$ cat src/rtl/rng_health_pkg.sv
package rng_health_pkg;

  // Status and pulse vector layout
  localparam int unsigned STAT_W    = 8;
  localparam int unsigned POS_MONO  = 7;
  localparam int unsigned POS_LONG  = 5;
  localparam int unsigned POS_NOISE = 3;
  localparam int unsigned POS_STUCK = 2;

  // True when a block's ones count lies outside the open pass band (lo, hi)
  function automatic logic ones_out_of_band(int unsigned n, int unsigned lo,
                                            int unsigned hi);
    return !((n > lo) && (n < hi));
  endfunction

  // Next run length: restart at 1 on a change, saturate at sat_max
  function automatic int unsigned run_step(int unsigned len, logic same,
                                           int unsigned sat_max);
    if (!same)          return 1;
    if (len >= sat_max) return sat_max;
    return len + 1;
  endfunction

endpackage

$ cat src/rtl/rhm_monobit.sv
module rhm_monobit
  import rng_health_pkg::*;
#(
  parameter int unsigned WIN_BITS = 20000,
  parameter int unsigned ONES_LO  = 9654,
  parameter int unsigned ONES_HI  = 10346
) (
  input  logic clk,
  input  logic rst_n,
  input  logic clr_i,
  input  logic bit_vld_i,
  input  logic bit_i,
  output logic fail_o
);
  localparam int unsigned CW = $clog2(WIN_BITS + 1);

  logic [CW-1:0] pos_q, ones_q;
  logic [CW-1:0] ones_next;
  logic          blk_end;
  logic          blk_bad;

  always_comb begin
    ones_next = ones_q + {{(CW-1){1'b0}}, bit_i};
    blk_end   = (pos_q == CW'(WIN_BITS - 1));
    blk_bad   = ones_out_of_band(int'(ones_next), ONES_LO, ONES_HI);
  end

  always_ff @(posedge clk or negedge rst_n) begin
    if (!rst_n) begin
      pos_q  <= '0;
      ones_q <= '0;
      fail_o <= 1'b0;
    end else if (clr_i) begin
      pos_q  <= '0;
      ones_q <= '0;
      fail_o <= 1'b0;
    end else begin
      fail_o <= 1'b0;
      if (bit_vld_i) begin
        if (blk_end) begin
          pos_q  <= '0;
          ones_q <= '0;
          fail_o <= blk_bad;
        end else begin
          pos_q  <= pos_q + 1'b1;
          ones_q <= ones_next;
        end
      end
    end
  end

  // a monobit event only follows the closing bit of a block
  a_r1_fail_at_block_end: assert property (@(posedge clk) disable iff (!rst_n)
    fail_o |-> (pos_q == '0 && ones_q == '0));

endmodule

$ cat src/rtl/rhm_runlen.sv
module rhm_runlen
  import rng_health_pkg::*;
#(
  parameter int unsigned LONG_RUN  = 34,
  parameter int unsigned NOISE_RUN = 48
) (
  input  logic clk,
  input  logic rst_n,
  input  logic clr_i,
  input  logic bit_vld_i,
  input  logic bit_i,
  output logic long_o,
  output logic noise_o
);
  // Width leaves head-room above NOISE_RUN so saturation never re-hits a limit
  localparam int unsigned LW     = $clog2(NOISE_RUN + 2);
  localparam int unsigned SAT    = (1 << LW) - 1;
  localparam int unsigned NLIM   = 2;
  localparam int unsigned LIMS [NLIM] = '{LONG_RUN, NOISE_RUN};

  logic          have_q, last_q;
  logic [LW-1:0] len_q, len_next;
  logic          same_bit;
  logic [NLIM-1:0] hit;

  always_comb begin
    same_bit = have_q && (bit_i == last_q);
    len_next = LW'(run_step(int'(len_q), same_bit, SAT));
  end

  for (genvar g = 0; g < NLIM; g++) begin : g_lim
    assign hit[g] = bit_vld_i && (len_next == LW'(LIMS[g]));
  end

  always_ff @(posedge clk or negedge rst_n) begin
    if (!rst_n) begin
      have_q  <= 1'b0;
      last_q  <= 1'b0;
      len_q   <= '0;
      long_o  <= 1'b0;
      noise_o <= 1'b0;
    end else if (clr_i) begin
      have_q  <= 1'b0;
      last_q  <= 1'b0;
      len_q   <= '0;
      long_o  <= 1'b0;
      noise_o <= 1'b0;
    end else begin
      long_o  <= hit[0];
      noise_o <= hit[1];
      if (bit_vld_i) begin
        have_q <= 1'b1;
        last_q <= bit_i;
        len_q  <= len_next;
      end
    end
  end

  // never two long-run events back to back
  a_r2_long_once: assert property (@(posedge clk) disable iff (!rst_n)
    long_o |=> !long_o);
  // a noise event leaves the run length exactly at the noise limit
  a_r3_noise_len: assert property (@(posedge clk) disable iff (!rst_n)
    noise_o |-> (len_q == LW'(NOISE_RUN)));
  // idle cycles leave the run length untouched
  a_r4_idle_hold: assert property (@(posedge clk) disable iff (!rst_n)
    (!bit_vld_i && !clr_i) |=> $stable(len_q));

endmodule

$ cat src/rtl/rhm_stuck.sv
module rhm_stuck #(
  parameter int unsigned WORD_W = 32
) (
  input  logic              clk,
  input  logic              rst_n,
  input  logic              clr_i,
  input  logic              word_vld_i,
  input  logic [WORD_W-1:0] word_i,
  output logic              stuck_o
);
  logic [WORD_W-1:0] prev_q;
  logic              have_q;
  logic              repeat_seen;

  assign repeat_seen = word_vld_i && have_q && (word_i == prev_q);

  always_ff @(posedge clk or negedge rst_n) begin
    if (!rst_n) begin
      prev_q  <= '0;
      have_q  <= 1'b0;
      stuck_o <= 1'b0;
    end else if (clr_i) begin
      prev_q  <= '0;
      have_q  <= 1'b0;
      stuck_o <= 1'b0;
    end else begin
      stuck_o <= repeat_seen;
      if (word_vld_i) begin
        prev_q <= word_i;
        have_q <= 1'b1;
      end
    end
  end

  // a stuck event needs a strobed word and an earlier word on record
  a_r5_stuck_needs_word: assert property (@(posedge clk) disable iff (!rst_n)
    stuck_o |-> ($past(word_vld_i) && have_q && !$past(clr_i)));

endmodule

$ cat src/rtl/rng_health_mon.sv
module rng_health_mon
  import rng_health_pkg::*;
#(
  parameter int unsigned WIN_BITS  = 20000,
  parameter int unsigned ONES_LO   = 9654,
  parameter int unsigned ONES_HI   = 10346,
  parameter int unsigned LONG_RUN  = 34,
  parameter int unsigned NOISE_RUN = 48,
  parameter int unsigned WORD_W    = 32
) (
  input  logic              clk,
  input  logic              rst_n,
  input  logic              clr_i,
  input  logic              bit_vld_i,
  input  logic              bit_i,
  input  logic              word_vld_i,
  input  logic [WORD_W-1:0] word_i,
  output logic [7:0]        fail_pulse_o,
  output logic [7:0]        status_o
);
  logic mono_ev, long_ev, noise_ev, stuck_ev;
  logic [STAT_W-1:0] ev_vec;
  logic [STAT_W-1:0] hold_q;

  rhm_monobit #(.WIN_BITS(WIN_BITS), .ONES_LO(ONES_LO), .ONES_HI(ONES_HI)) u_mono (
    .clk(clk), .rst_n(rst_n), .clr_i(clr_i),
    .bit_vld_i(bit_vld_i), .bit_i(bit_i), .fail_o(mono_ev));

  rhm_runlen #(.LONG_RUN(LONG_RUN), .NOISE_RUN(NOISE_RUN)) u_run (
    .clk(clk), .rst_n(rst_n), .clr_i(clr_i),
    .bit_vld_i(bit_vld_i), .bit_i(bit_i), .long_o(long_ev), .noise_o(noise_ev));

  rhm_stuck #(.WORD_W(WORD_W)) u_stuck (
    .clk(clk), .rst_n(rst_n), .clr_i(clr_i),
    .word_vld_i(word_vld_i), .word_i(word_i), .stuck_o(stuck_ev));

  always_comb begin
    ev_vec            = '0;
    ev_vec[POS_MONO]  = mono_ev;
    ev_vec[POS_LONG]  = long_ev;
    ev_vec[POS_NOISE] = noise_ev;
    ev_vec[POS_STUCK] = stuck_ev;
  end

  always_ff @(posedge clk or negedge rst_n) begin
    if (!rst_n)      hold_q <= '0;
    else if (clr_i)  hold_q <= '0;
    else             hold_q <= hold_q | ev_vec;
  end

  assign fail_pulse_o = ev_vec;
  assign status_o     = hold_q | ev_vec;

  // flags already set stay set while no clear arrives
  a_r7_sticky: assert property (@(posedge clk) disable iff (!rst_n)
    !clr_i |=> ((status_o & $past(status_o)) == $past(status_o)));
  // a clear empties the status vector on the next cycle
  a_r7_clear_wins: assert property (@(posedge clk) disable iff (!rst_n)
    clr_i |=> (status_o == '0));
  // events only ever appear on the four assigned positions
  a_r6_layout: assert property (@(posedge clk) disable iff (!rst_n)
    (fail_pulse_o & 8'b0101_0011) == '0);

endmodule

$ cat config.mk
export PLATFORM = sky130hd
export DESIGN_NAME = rng_health_mon
export DESIGN_NICKNAME = d
export VERILOG_FILES = /design/src/rtl/rng_health_pkg.sv /design/src/rtl/rhm_monobit.sv /design/src/rtl/rhm_runlen.sv /design/src/rtl/rhm_stuck.sv /design/src/rtl/rng_health_mon.sv
export SDC_FILE = /design/constraint.sdc
export NUM_CORES = 1
export LEC_CHECK = 0
export CAP_MARGIN = 20
export CORE_MARGIN = 1
export CORE_UTILIZATION = 35
export DETAILED_ROUTE_END_ITERATION = 10
export DONT_BUFFER_PORTS = 1
export GPL_ROUTABILITY_DRIVEN = 0
export PLACE_DENSITY = 0.57
export SYNTH_ARGS = -nofsm -noshare
export SYNTH_HDL_FRONTEND = slang
export SYNTH_SLANG_ARGS = --single-unit
$ cat constraint.sdc
create_clock -name clk -period 2.45 [get_ports clk]
set_input_delay 0.245 -clock clk [delete_from_list [all_inputs] [get_ports clk]]
set_output_delay 0.245 -clock clk [all_outputs]
set_load 0.01 [all_outputs]
# Yosys cells after proc, flatten, opt, wreduce, memory -nomap -nowiden
# Index checks and enable logic that the tools add are counted.
op_classes:
  add_sub_neg: 3
  n_reduce_logical: 9
  n_eq_ne: 5
  n_bitwise: 1
  muxes: 29
  n_lt_le_gt_ge: 3
op_table:
  columns: ["op", "n"]
  rows:
  - ["two-way mux 15 bit", 6]
  - ["two-way mux 32 bit", 2]
  - ["== test 32 bit", 1]
  - ["two-way mux 6 bit", 5]
  - ["adder 15 x 1 -> 15 bit", 1]
  - ["adder 15 x 1 -> 15 bit (second input constant)", 1]
  - ["== test 15 bit (second input constant)", 1]
  - ["greater-than comparator 15 x 14 -> 1 bit (second input constant)", 1]
  - ["less-than comparator 15 x 14 -> 1 bit (second input constant)", 1]
  - ["two-way mux 1 bit", 15]
  - ["== test 6 bit (second input constant)", 2]
  - ["two-way mux 8 bit", 1]
  - ["bitwise OR 8 bit", 1]
  - ["adder 6 x 1 -> 6 bit (second input constant)", 1]
  - [">= comparator 6 bit (second input constant)", 1]
  - ["logical AND 1 bit", 6]
  - ["nonzero test 2 bit", 2]
  - ["== test 1 bit", 1]
  - ["zero test 1 bit", 1]
word_totals:
  ff_bits: 83
  wordCells: 62
  inputBits: 38
  out_inout_bits: 16

# Longest topological paths before layout
# Gate-level depths: netlist of run 1.
logic_depth:
  word_depth: 9
  depth_mapped: 11

# By module
# From an unflattened synthesis of run 1, not the netlist that was laid out.
unflattened:
  hier_cells: 496
  hier_area_um2: 4683.2
modules_own_cells:
  columns: ["module", "cells_each", "area_each_um2", "n_inst", "seq_area_each_um2"]
  rows:
  - ["rhm_monobit", 262, 2175.8, 1, 775.7]
  - ["rhm_stuck", 153, 1701.6, 1, 850.8]
  - ["rhm_runlen", 56, 546.8, 1, 250.2]
  - ["rng_health_mon", 25, 259.0, 1, 100.1]

# Worst setup path after synthesis of run 1
# No wires, ideal clock.
synth_path:
  kind: "register -> register"
  startpoint: "register u_mono.ones_q[0]"
  endpoint: "register u_mono.fail_o"
  setup_ps: 82
  t_arrival_ps: 2267
  path_stages_with_launch: 10
  required_time_ps: 2368
  period_less_slack_ps: 2349
  path_buffers: 1
  slack_ps: 101
  cell_sequence: "dfrtp_1 -> ha_1 -> ha_1 -> clkbuf_8 -> a31oi_1 -> o31a_1 -> or4_1 -> o311ai_1 -> o22ai_1 -> a31oi_1"
synth_between:
  elab_chain_cells: 7
  word_cells_on_any_way: 8
  cone_classes: "add/sub: 1; order compare: 2; mux: 3; reduce/logical: 2"
synth_rtl:
  columns: ["element", "line", "source"]
  rows:
  - ["start, declared", "rhm_monobit.sv:17", "logic [CW-1:0] pos_q, ones_q;"]
  - ["start signal, assigned", "rhm_monobit.sv:46", "ones_q <= ones_next;"]
  - ["adder 15 x 1 -> 15 bit *", "rhm_monobit.sv:23", "ones_next = ones_q + {{(CW-1){1'b0}}, bit_i};"]
  - ["greater-than comparator 15 x 14 -> 1 bit or less-than comparator 15 x 14 -> 1 bit (tied branches)", "rng_health_pkg.sv:13", "return !((n > lo) && (n < hi));"]
  - ["logical AND 1 bit *", "rng_health_pkg.sv:13", null]
  - ["zero test 1 bit *", "rng_health_pkg.sv:13", null]
  - ["two-way mux 1 bit *", "rhm_monobit.sv:40", "if (blk_end) begin"]
  - ["two-way mux 1 bit *", "rhm_monobit.sv:39", "if (bit_vld_i) begin"]
  - ["two-way mux 1 bit *", "rhm_monobit.sv:33", "end else if (clr_i) begin"]
  - ["end signal, assigned", "rhm_monobit.sv:43", "fail_o <= blk_bad;"]
  - ["end, declared", "rhm_monobit.sv:13", "output logic fail_o"]
# Mark *: on every way between the ends. The rest lies on a longest branch, timed or not.
# A chain may end at the register's enable or synchronous reset.

# Worst setup path after layout of run 1
# Ends and elaborated chain as after synthesis.

==> results of run 1 <==
-- worst register-to-register path: stages, from the launching register on --
cell and delay (ps):
dfrtp_1 400, ha_4 210, ha_2 200, a21oi_2 130, o311ai_1 120, o31a_1 160
or4_4 520, o311ai_2 220, o22ai_1 100, a31oi_1 160
-- area by class of cell --
cell class	count	area, sq um	share of cell area
Inverter	2	7.51	0.00150
Clock buffer	13	260	0.0521
Multi-Input combinational cell	356	2300	0.461
Clock inverter	3	65.1	0.0130
Timing Repair Buffer	16	174	0.0348
Sequential cell	79	1980	0.396
Tap cell	168	210	0.0421
-- cell usage after synthesis, types with 5 or more instances --
master / instances
o31ai_1: 8
a21oi_1: 6
nand2_1: 35
dfrtp_1: 79
nor2_1: 65
and3_1: 8
o21ai_0: 30
mux2i_1: 35
xor2_1: 21
ha_1: 5
nand3_1: 14
nor3_1: 5
nand4_1: 15
xnor2_1: 27
nor2b_1: 7
nand2b_1: 6
nor4_1: 6
clkbuf_1: 14
buf_4: 15
-- cells in the final DEF, fill, tap and decap left out, types with 7 or more instances in the layout --
master	n
and3_1	8
buf_4	10
clkbuf_16	9
conb_1	8
dfrtp_1	79
mux2i_1	35
nand2_1	35
nand3_1	14
nand4_1	15
nor2_1	65
nor2b_1	7
o21ai_0	29
o31ai_1	8
xnor2_1	27
xor2_1	21
-- flip-flops by register name, summed over array words and instances (netlist names) --
signal / cells
u_run.last_q: 1
u_run.have_q: 1
u_mono.fail_o: 1
u_stuck.have_q: 1
u_stuck.prev_q: 32
u_mono.pos_q: 15
u_stuck.stuck_o: 1
u_run.len_q: 6
u_run.noise_o: 1
hold_q: 4
u_run.long_o: 1
u_mono.ones_q: 15
-- per-layer routing --
| metal | up-vias | track usage |
|---|---|---|
| met1 | 1649 | 0.179 |
| met5 | - | 0 |
| met4 | 0 | 0.0719 |
| li1 | 1622 | - |
| met2 | 77 | 0.253 |
| met3 | 20 | 0.0348 |
-- through the flow --
step / hold WS [ps] / utilization / instances / instance area, sq um
3_5_place_dp: -46.9 / 0.372 / 615 / 4540
2_1_floorplan: -50.6 / - / 476 / 4480
6_report: 42.0 / 0.409 / 637 / 4990
4_1_cts: 35.7 / 0.405 / 635 / 4950
3_3_place_gp: -47.1 / 0.372 / 615 / 4540
5_1_grt: 37.1 / 0.409 / 637 / 4990
-- power groups by stage --
stage / Sequential [mW] / Combinational (mW) / Clock, mW
after global placement: 1.39 / 0.176 / 0
after CTS: 1.37 / 0.234 / 1.49
after floorplan: 1.39 / 0.180 / 0
after global routing: 1.38 / 0.264 / 1.55
final: 1.37 / 0.232 / 1.45
after detailed placement: 1.40 / 0.180 / 0
-- kinds of logic (layout without fill, tap and decap cells) --
| logic type | count (synthesis) | in the layout | synth area share |
|---|---|---|---|
| AO/OA/AOI/OAI | 80 | 80 | 0.117 |
| XOR/XNOR | 48 | 48 | 0.0943 |
| adder cells (fa/ha/maj) | 5 | 5 | 0.0140 |
| buffers and inverters | 41 | 34 | 0.0559 |
| flip-flops | 79 | 79 | 0.443 |
| multiplexers | 35 | 35 | 0.0786 |
| other | 1 | 8 | 0.000841 |
| AND/OR/NAND/NOR | 180 | 180 | 0.196 |
-- worst min path at each step --
stage	cells after the start	slack [ps]	startpoint	to
after CTS	2	40	bit_vld_i	u_run.have_q
after floorplan	0	-50	rst_n	hold_q[2]
after global routing	2	40	bit_vld_i	u_run.have_q
after global placement	0	-50	rst_n	u_mono.ones_q[2]
after detailed placement	0	-50	rst_n	u_mono.ones_q[5]
final	2	40	bit_vld_i	u_run.have_q
-- timing repair --
action,CTS,global route
hold buffers,4,0
endpoints found under the setup margin,1,6
gates resized for setup,2,9
pin swaps,0,2
setup buffers,0,2
hold endpoints to repair,124,0
==> metrics.yaml, run 1 <==
ys_seq_area_frac: 0.443
hold_violations: 0
antenna_cells: 0
setup_violations: 0
peakVddDrop_uv: 337
top_layer_used: "met4"
crit_path_end_kind: "flip-flop"
numCtsBuffers: 9
crit_chain: "ha_4 -> ha_2 -> a21oi_2 -> o311ai_1 -> o31a_1 -> or4_4 -> o311ai_2 -> o22ai_1 -> a31oi_1"
die_area_sq_um: 13200
p_clk_frac: 0.474
setup.worst_path.start: "u_mono.ones_q[0]"
synth_top_area_share: 0.443
htree_levels: 3
clock_path_buffers: 2
finalMaxSlewViolations: 0
reg2reg_slack_ps: 150
boundaryPins: 54
row_count: 40
timing.critical_path.buf_inv: 0
wl_met1_mm: 4.13
crit_type: "reg2reg"
reg2reg_depth: 9
wl_met2_mm: 4.50
switching_share: 0.214
grt_overflow: 0
area_delta_synth_final_pct: 12.0
track_usage: 0.149
cts_tree: "built"
ant_nets: 0
slowest_stage: "or4_4"
fin_nets: 507
cp-start-kind: "flip-flop"
grt_pass1_wl_mm: 15.6
pwr-share-seq: 0.450
p_per_area_nw_per_um2: 612
dominantRegCellSynth: "dfrtp_1"
drt_first_iter_violations: 165
die_x_microns: 115
clk_pin_slew_ps: 60
via_count: 3368
cp.required_ps: 2710
cp_top_family: "compound AO/OA/AOI/OAI gates"
synthArstFlopShare: 1.00
cap_violations: 0
ys_types: 53
drc: 0
dr_wl_met3_microns: 393
grt_max_degree: 80
hp-class: "in2reg"
p_total_mw: 3.06
place_ws_ps: -70.6
initial_core_util: 0.365
p_comb_frac: 0.076
grt_pass1_vias: 3300
clock-sinks: 79
critPathMaxFanout: 9
cp_num_cells: 9
endpoint: "u_mono.fail_o"
syn_area_per_cell_sq_um: 9.51
yosysWarnings: 0
port_buffers: 0
fp.coreArea_sq_um: 12200
firstDrtPassIters: 5
wl_per_cell_microns: 14.5
antenna_found_initial: 0
finalCritPeriodShare: 0.938
clk_latency_ps: 330
tns_ps: 0
reg2reg_from: "u_mono.ones_q[0]"
synth.area.top_cells: "dfrtp_1, mux2i_1, nor2_1"
drive_gt1_frac: 0.0896
leakage_nw: 2.21
timing.rr.end: "u_mono.fail_o"
yosysTopAreaCell: "dfrtp_1"
p_int_mw: 2.40
setup_ws_ps: 152
synth_area_sq_um: 4460
worstPathArrival_ps: 2560
avgViaCountPerCell: 5.29
fillerInstances: 1227
status: "completed"
hpwl_mm: 6.18
rsz0062_at_grt: "false"
power.switching_uw: 654
synth-edff-count: 0
routed_wl_mm: 9.25
die_h_microns: 115
postSynthCellCount: 469
max_stage_delay_ps: 520
fin_crit_ps: 2300
clock.fmax_mhz: 435
ys_ff_latch: 79
cts_root_buf: "clkbuf_16"
fin_skew_ps: 4.69
Note: power is estimated with default switching activity, not from simulation.
==> run 2, diff against run 1 <==
--- a/config.mk
+++ b/config.mk
@@ -12,6 +12,8 @@
 export DONT_BUFFER_PORTS = 1
 export GPL_ROUTABILITY_DRIVEN = 0
 export PLACE_DENSITY = 0.57
+export RECOVER_POWER = 25
+export SETUP_SLACK_MARGIN = 0.3
 export SYNTH_ARGS = -nofsm -noshare
 export SYNTH_HDL_FRONTEND = slang
 export SYNTH_SLANG_ARGS = --single-unit
==> metrics.yaml, run 2 (same netlist as run 1, synthesis figures left out) <==
grt_max_degree: 80
ant_nets: 0
largest_reg_flops: 32
regMostFlops: "u_stuck.prev_q"
seqCellArea_sq_um: 1980
hp-class: "in2reg"
multiInputGateArea_sq_um: 2350
reg2reg_from: "u_mono.ones_q[0]"
critPathMaxFanout: 7
drt_first_iter_violations: 272
area_delta_synth_final_pct: 13.9
die_h_microns: 115
cap_violations: 0
p_int_mw: 2.36
die_x_microns: 115
drive_gt1_frac: 0.118
finalMaxSlewViolations: 0
crit_type: "reg2reg"
cts_root_buf: "clkbuf_16"
hold_violations: 0
clock.fmax_mhz: 450
initial_core_util: 0.365
placed_cells: 616
fillerInstances: 1208
fin_skew_ps: 9.65
rsz0062_at_grt: "true"
maxSlewHeadroom: 0.282
stdcell_count: 643
finalCritPeriodShare: 0.907
cp.required_ps: 2710
clock_path_buffers: 2
fp.coreArea_sq_um: 12200
power.switching_uw: 719
p_per_area_nw_per_um2: 606
firstDrtPassIters: 4
port_buffers: 0
die_area_sq_um: 13200
antenna_cells: 0
use_met3: 0.0374
avgViaCountPerCell: 5.20
cp-start-kind: "flip-flop"
p_clk_frac: 0.478
grt_pass1_wl_mm: 15.6
leakage_nw: 2.23
antenna_found_initial: 0
drc: 0
final_cell_mix: "dfrtp_1, nor2_1, nand2_1, mux2i_1, xnor2_1"
hpwl_mm: 6.26
fin_nets: 513
via_count: 3345
setup.worst_path.start: "u_mono.ones_q[0]"
cts_tree: "built"
numCtsBuffers: 9
worstPathArrival_ps: 2490
fin_crit_ps: 2220
htree_levels: 3
largestRegisters: "u_stuck.prev_q (32), u_mono.ones_q (15), u_mono.pos_q (15)"
grt_pass1_vias: 3354
p_comb_frac: 0.075
setup_violations: 0
tns_ps: 0
clk_pin_slew_ps: 70
track_usage: 0.152
grt_busiest_layer: "met2"
switching_share: 0.234
crit_path_end_kind: "flip-flop"
routed_wl_mm: 9.45
use_met2: 0.249
pwr-share-seq: 0.446
row_count: 40
wl_per_cell_microns: 14.7
clock-sinks: 79
grt_overflow: 0
peakVddDrop_uv: 399
worstHoldStart: "bit_vld_i"
clk_latency_ps: 340
grtUsageMet1: 0.187
status: "completed"
final_common_cell: "dfrtp_1"
boundaryPins: 54
tightestPinTransition_ps: 1080
final_util: 0.416
run 2: cell count changes in the layout (fill, tap and decap cells not counted), moves of 2 or more:
| cell | before | now |
|---|---|---|
| clkbuf_8 | 2 | 0 |
| inv_6 | 0 | 3 |
| clkbuf_1 | 2 | 0 |
| o21ai_0 | 29 | 22 |
| o21ai_1 | 3 | 10 |
| buf_4 | 10 | 16 |
run 2: timing repair:
item / in CTS / in global routing
pin swaps: 2 / 2
resized for setup: 8 / 20
endpoints found under the setup margin: 17 / 18
setup buffers: 3 / 4
hold buffers: 4 / 0
hold endpoints to repair: 124 / 0
run 2: path summary, 6_finish.rpt:
path,end,slack (ps),depth (start not counted)
min,u_run.have_q,40,2
max,u_mono.fail_o,230,9
max in group asynchronous,u_mono.ones_q[1],1050,2
min reg2reg,u_stuck.have_q,500,2
min in group asynchronous,u_stuck.prev_q[23],670,2
max reg2reg,u_mono.fail_o,230,9
run 2: power groups by stage:
stage               Clock, mW  Sequential, mW  Combinational [mW]
finish                   1.47            1.37               0.232
global route             1.56            1.38               0.262
CTS                      1.51            1.37               0.235
detailed placement          0            1.40               0.181
global placement            0            1.40               0.176
floorplan                   0            1.39               0.183
run 2: routing by layer:
metal,up-vias,wire length [microns]
met5,-,0
met4,0,197
met3,16,456
met2,80,4460
met1,1621,4330
li1,1628,-
run 2: cell type report:
cell class              count  share of cell area
clock inverters             7              0.0202
clock buffers               9              0.0443
flip-flops and latches     79               0.390
multi-input cells         356               0.462
inverters                   2             0.00148
repair buffers             22              0.0409
well taps                 168              0.0414
run 2: per-stage QoR:
stage                     power (mW)  worst slack (ps)  cell area (sq um)  hold WS [ps]
after global routing            3.20               117               5080          51.2
after global placement          1.57               183               4560         -44.6
after CTS                       3.12               214               5010          35.4
after detailed placement        1.58               119               4560         -43.9
after floorplan                 1.58               268               4510         -50.6
final                           3.08               228               5080          44.0
run 2: critical path: stages, from the launching register on:
cell and delay (ps):
dfrtp_1 410, ha_4 200, ha_1 190, nand3_2 110, nor2_4 50, xor2_1 160, or4_4 550, o311ai_2 260
o22ai_1 100, a31oi_1 130
==> run 3, diff against run 2 <==
--- a/config.mk
+++ b/config.mk
@@ -8,6 +8,7 @@
 export CAP_MARGIN = 20
 export CORE_MARGIN = 1
 export CORE_UTILIZATION = 35
+export CTS_BUF_LIST = sky130_fd_sc_hd__clkbuf_4 sky130_fd_sc_hd__clkbuf_8
 export DETAILED_ROUTE_END_ITERATION = 10
 export DONT_BUFFER_PORTS = 1
 export GPL_ROUTABILITY_DRIVEN = 0
==> metrics.yaml, run 3 (same netlist as run 1, synthesis figures left out) <==
p_int_mw: 2.04
grt_overflow: 0
avgViaCountPerCell: 5.19
reg2reg_depth: 9
fin_nets: 514
regMostFlops: "u_stuck.prev_q"
fp.coreArea_sq_um: 12200
die_area_sq_um: 13200
port_buffers: 0
setup.worst_path.start: "u_mono.ones_q[0]"
row_count: 40
htree_levels: 3
leakage_nw: 2.19
via_count: 3342
grt_pass1_vias: 3330
grt_pass1_wl_mm: 15.6
clock_path_buffers: 2
crit_path_end_kind: "flip-flop"
switching_share: 0.251
clock-sinks: 79
drive_gt1_frac: 0.120
critPathMaxFanout: 7
peakVddDrop_uv: 265
status: "completed"
hpwl_mm: 6.26
tightestPinTransition_ps: 1090
cap_violations: 0
antenna_cells: 0
clk_latency_ps: 360
setup_violations: 0
boundaryPins: 54
final_common_cell: "dfrtp_1"
hp-class: "in2reg"
p_clk_frac: 0.411
area_delta_synth_final_pct: 11.8
fin_skew_ps: 10.0
p_comb_frac: 0.085
tns_ps: 0
endpoint: "u_mono.fail_o"
initial_core_util: 0.365
p_per_area_nw_per_um2: 546
routed_wl_mm: 9.42
finalMaxSlewViolations: 0
grt_max_degree: 80
clock.fmax_mhz: 449
finalCritPeriodShare: 0.910
wl_per_cell_microns: 14.6
worstPathArrival_ps: 2520
firstDrtPassIters: 4
largest_reg_flops: 32
cp-start-kind: "flip-flop"
pwr-share-seq: 0.504
maxSlewHeadroom: 0.274
die_h_microns: 115
fin_crit_ps: 2230
track_usage: 0.151
power.switching_uw: 684
die_x_microns: 115
numCtsBuffers: 9
cts_tree: "built"
drt_first_iter_violations: 208
final_util: 0.408
largestRegisters: "u_stuck.prev_q (32), u_mono.ones_q (15), u_mono.pos_q (15)"
reg2reg_from: "u_mono.ones_q[0]"
final_cell_mix: "dfrtp_1, nor2_1, nand2_1, mux2i_1, xnor2_1"
crit_type: "reg2reg"
cp.required_ps: 2740
reg2reg_slack_ps: 220
cts_root_buf: "clkbuf_8"
timing.rr.end: "u_mono.fail_o"
clk_pin_slew_ps: 90
antenna_found_initial: 0
rsz0062_at_grt: "true"
ant_nets: 0
hold_violations: 0
drc: 0
## run 3: worst min-delay path by stage
stage | from | to | cells past startpoint
after global routing | word_i[22] | u_stuck.prev_q[22] | 2
after CTS | bit_vld_i | u_run.have_q | 2
after floorplan | rst_n | hold_q[2] | 0
final | bit_vld_i | u_run.have_q | 2
after global placement | rst_n | u_stuck.prev_q[8] | 0
after detailed placement | rst_n | u_stuck.prev_q[23] | 0
## run 3: repair_timing
action                                 4_1_cts  5_1_grt
pin swaps                                    2        2
resized for setup                            9       21
setup buffers                                3        5
endpoints found under the hold margin      124        0
hold buffers                                 4        0
setup endpoints to repair                   17       21
## run 3: layout make-up
class	count	area (sq um)
tap	168	210
timing repair buffer	23	215
clock buffer	9	124
multi-input combinational	356	2350
fill	1218	7230
inverter	2	7.51
sequential	79	1980
clock inverter	7	103
## run 3: worst max-delay path: stages (launching register included)
cell,delay (ps)
dfrtp_1,420
ha_4,200
ha_4,170
a21oi_2,110
o311ai_1,110
o31a_1,150
or4_4,520
o311ai_2,260
o22ai_1,100
a31oi_1,130
## run 3: per-stage QoR
stage / setup WS, ps / cell area, sq um / hold WS, ps / total power [mW] / instances
5_1_grt: 110 / 4980 / 17.3 / 2.83 / 644
6_report: 221 / 4980 / 20.6 / 2.72 / 644
3_3_place_gp: 183 / 4560 / -44.6 / 1.57 / 616
2_1_floorplan: 268 / 4510 / -50.6 / 1.58 / 476
3_5_place_dp: 119 / 4560 / -43.9 / 1.58 / 616
4_1_cts: 208 / 4910 / 2.35 / 2.76 / 639
## run 3: metal layers
metal,GRT usage,share of wire
met1,0.189,0.46
met2,0.246,0.47
met3,0.0369,0.041
met4,0.0710,0.023
met5,0,0
## run 3: power groups by stage
stage	registers, mW	clock network [mW]	logic [mW]
floorplan	1.39	0	0.183
global placement	1.40	0	0.176
detailed placement	1.40	0	0.181
CTS	1.37	1.15	0.235
global route	1.38	1.19	0.263
finish	1.37	1.12	0.232
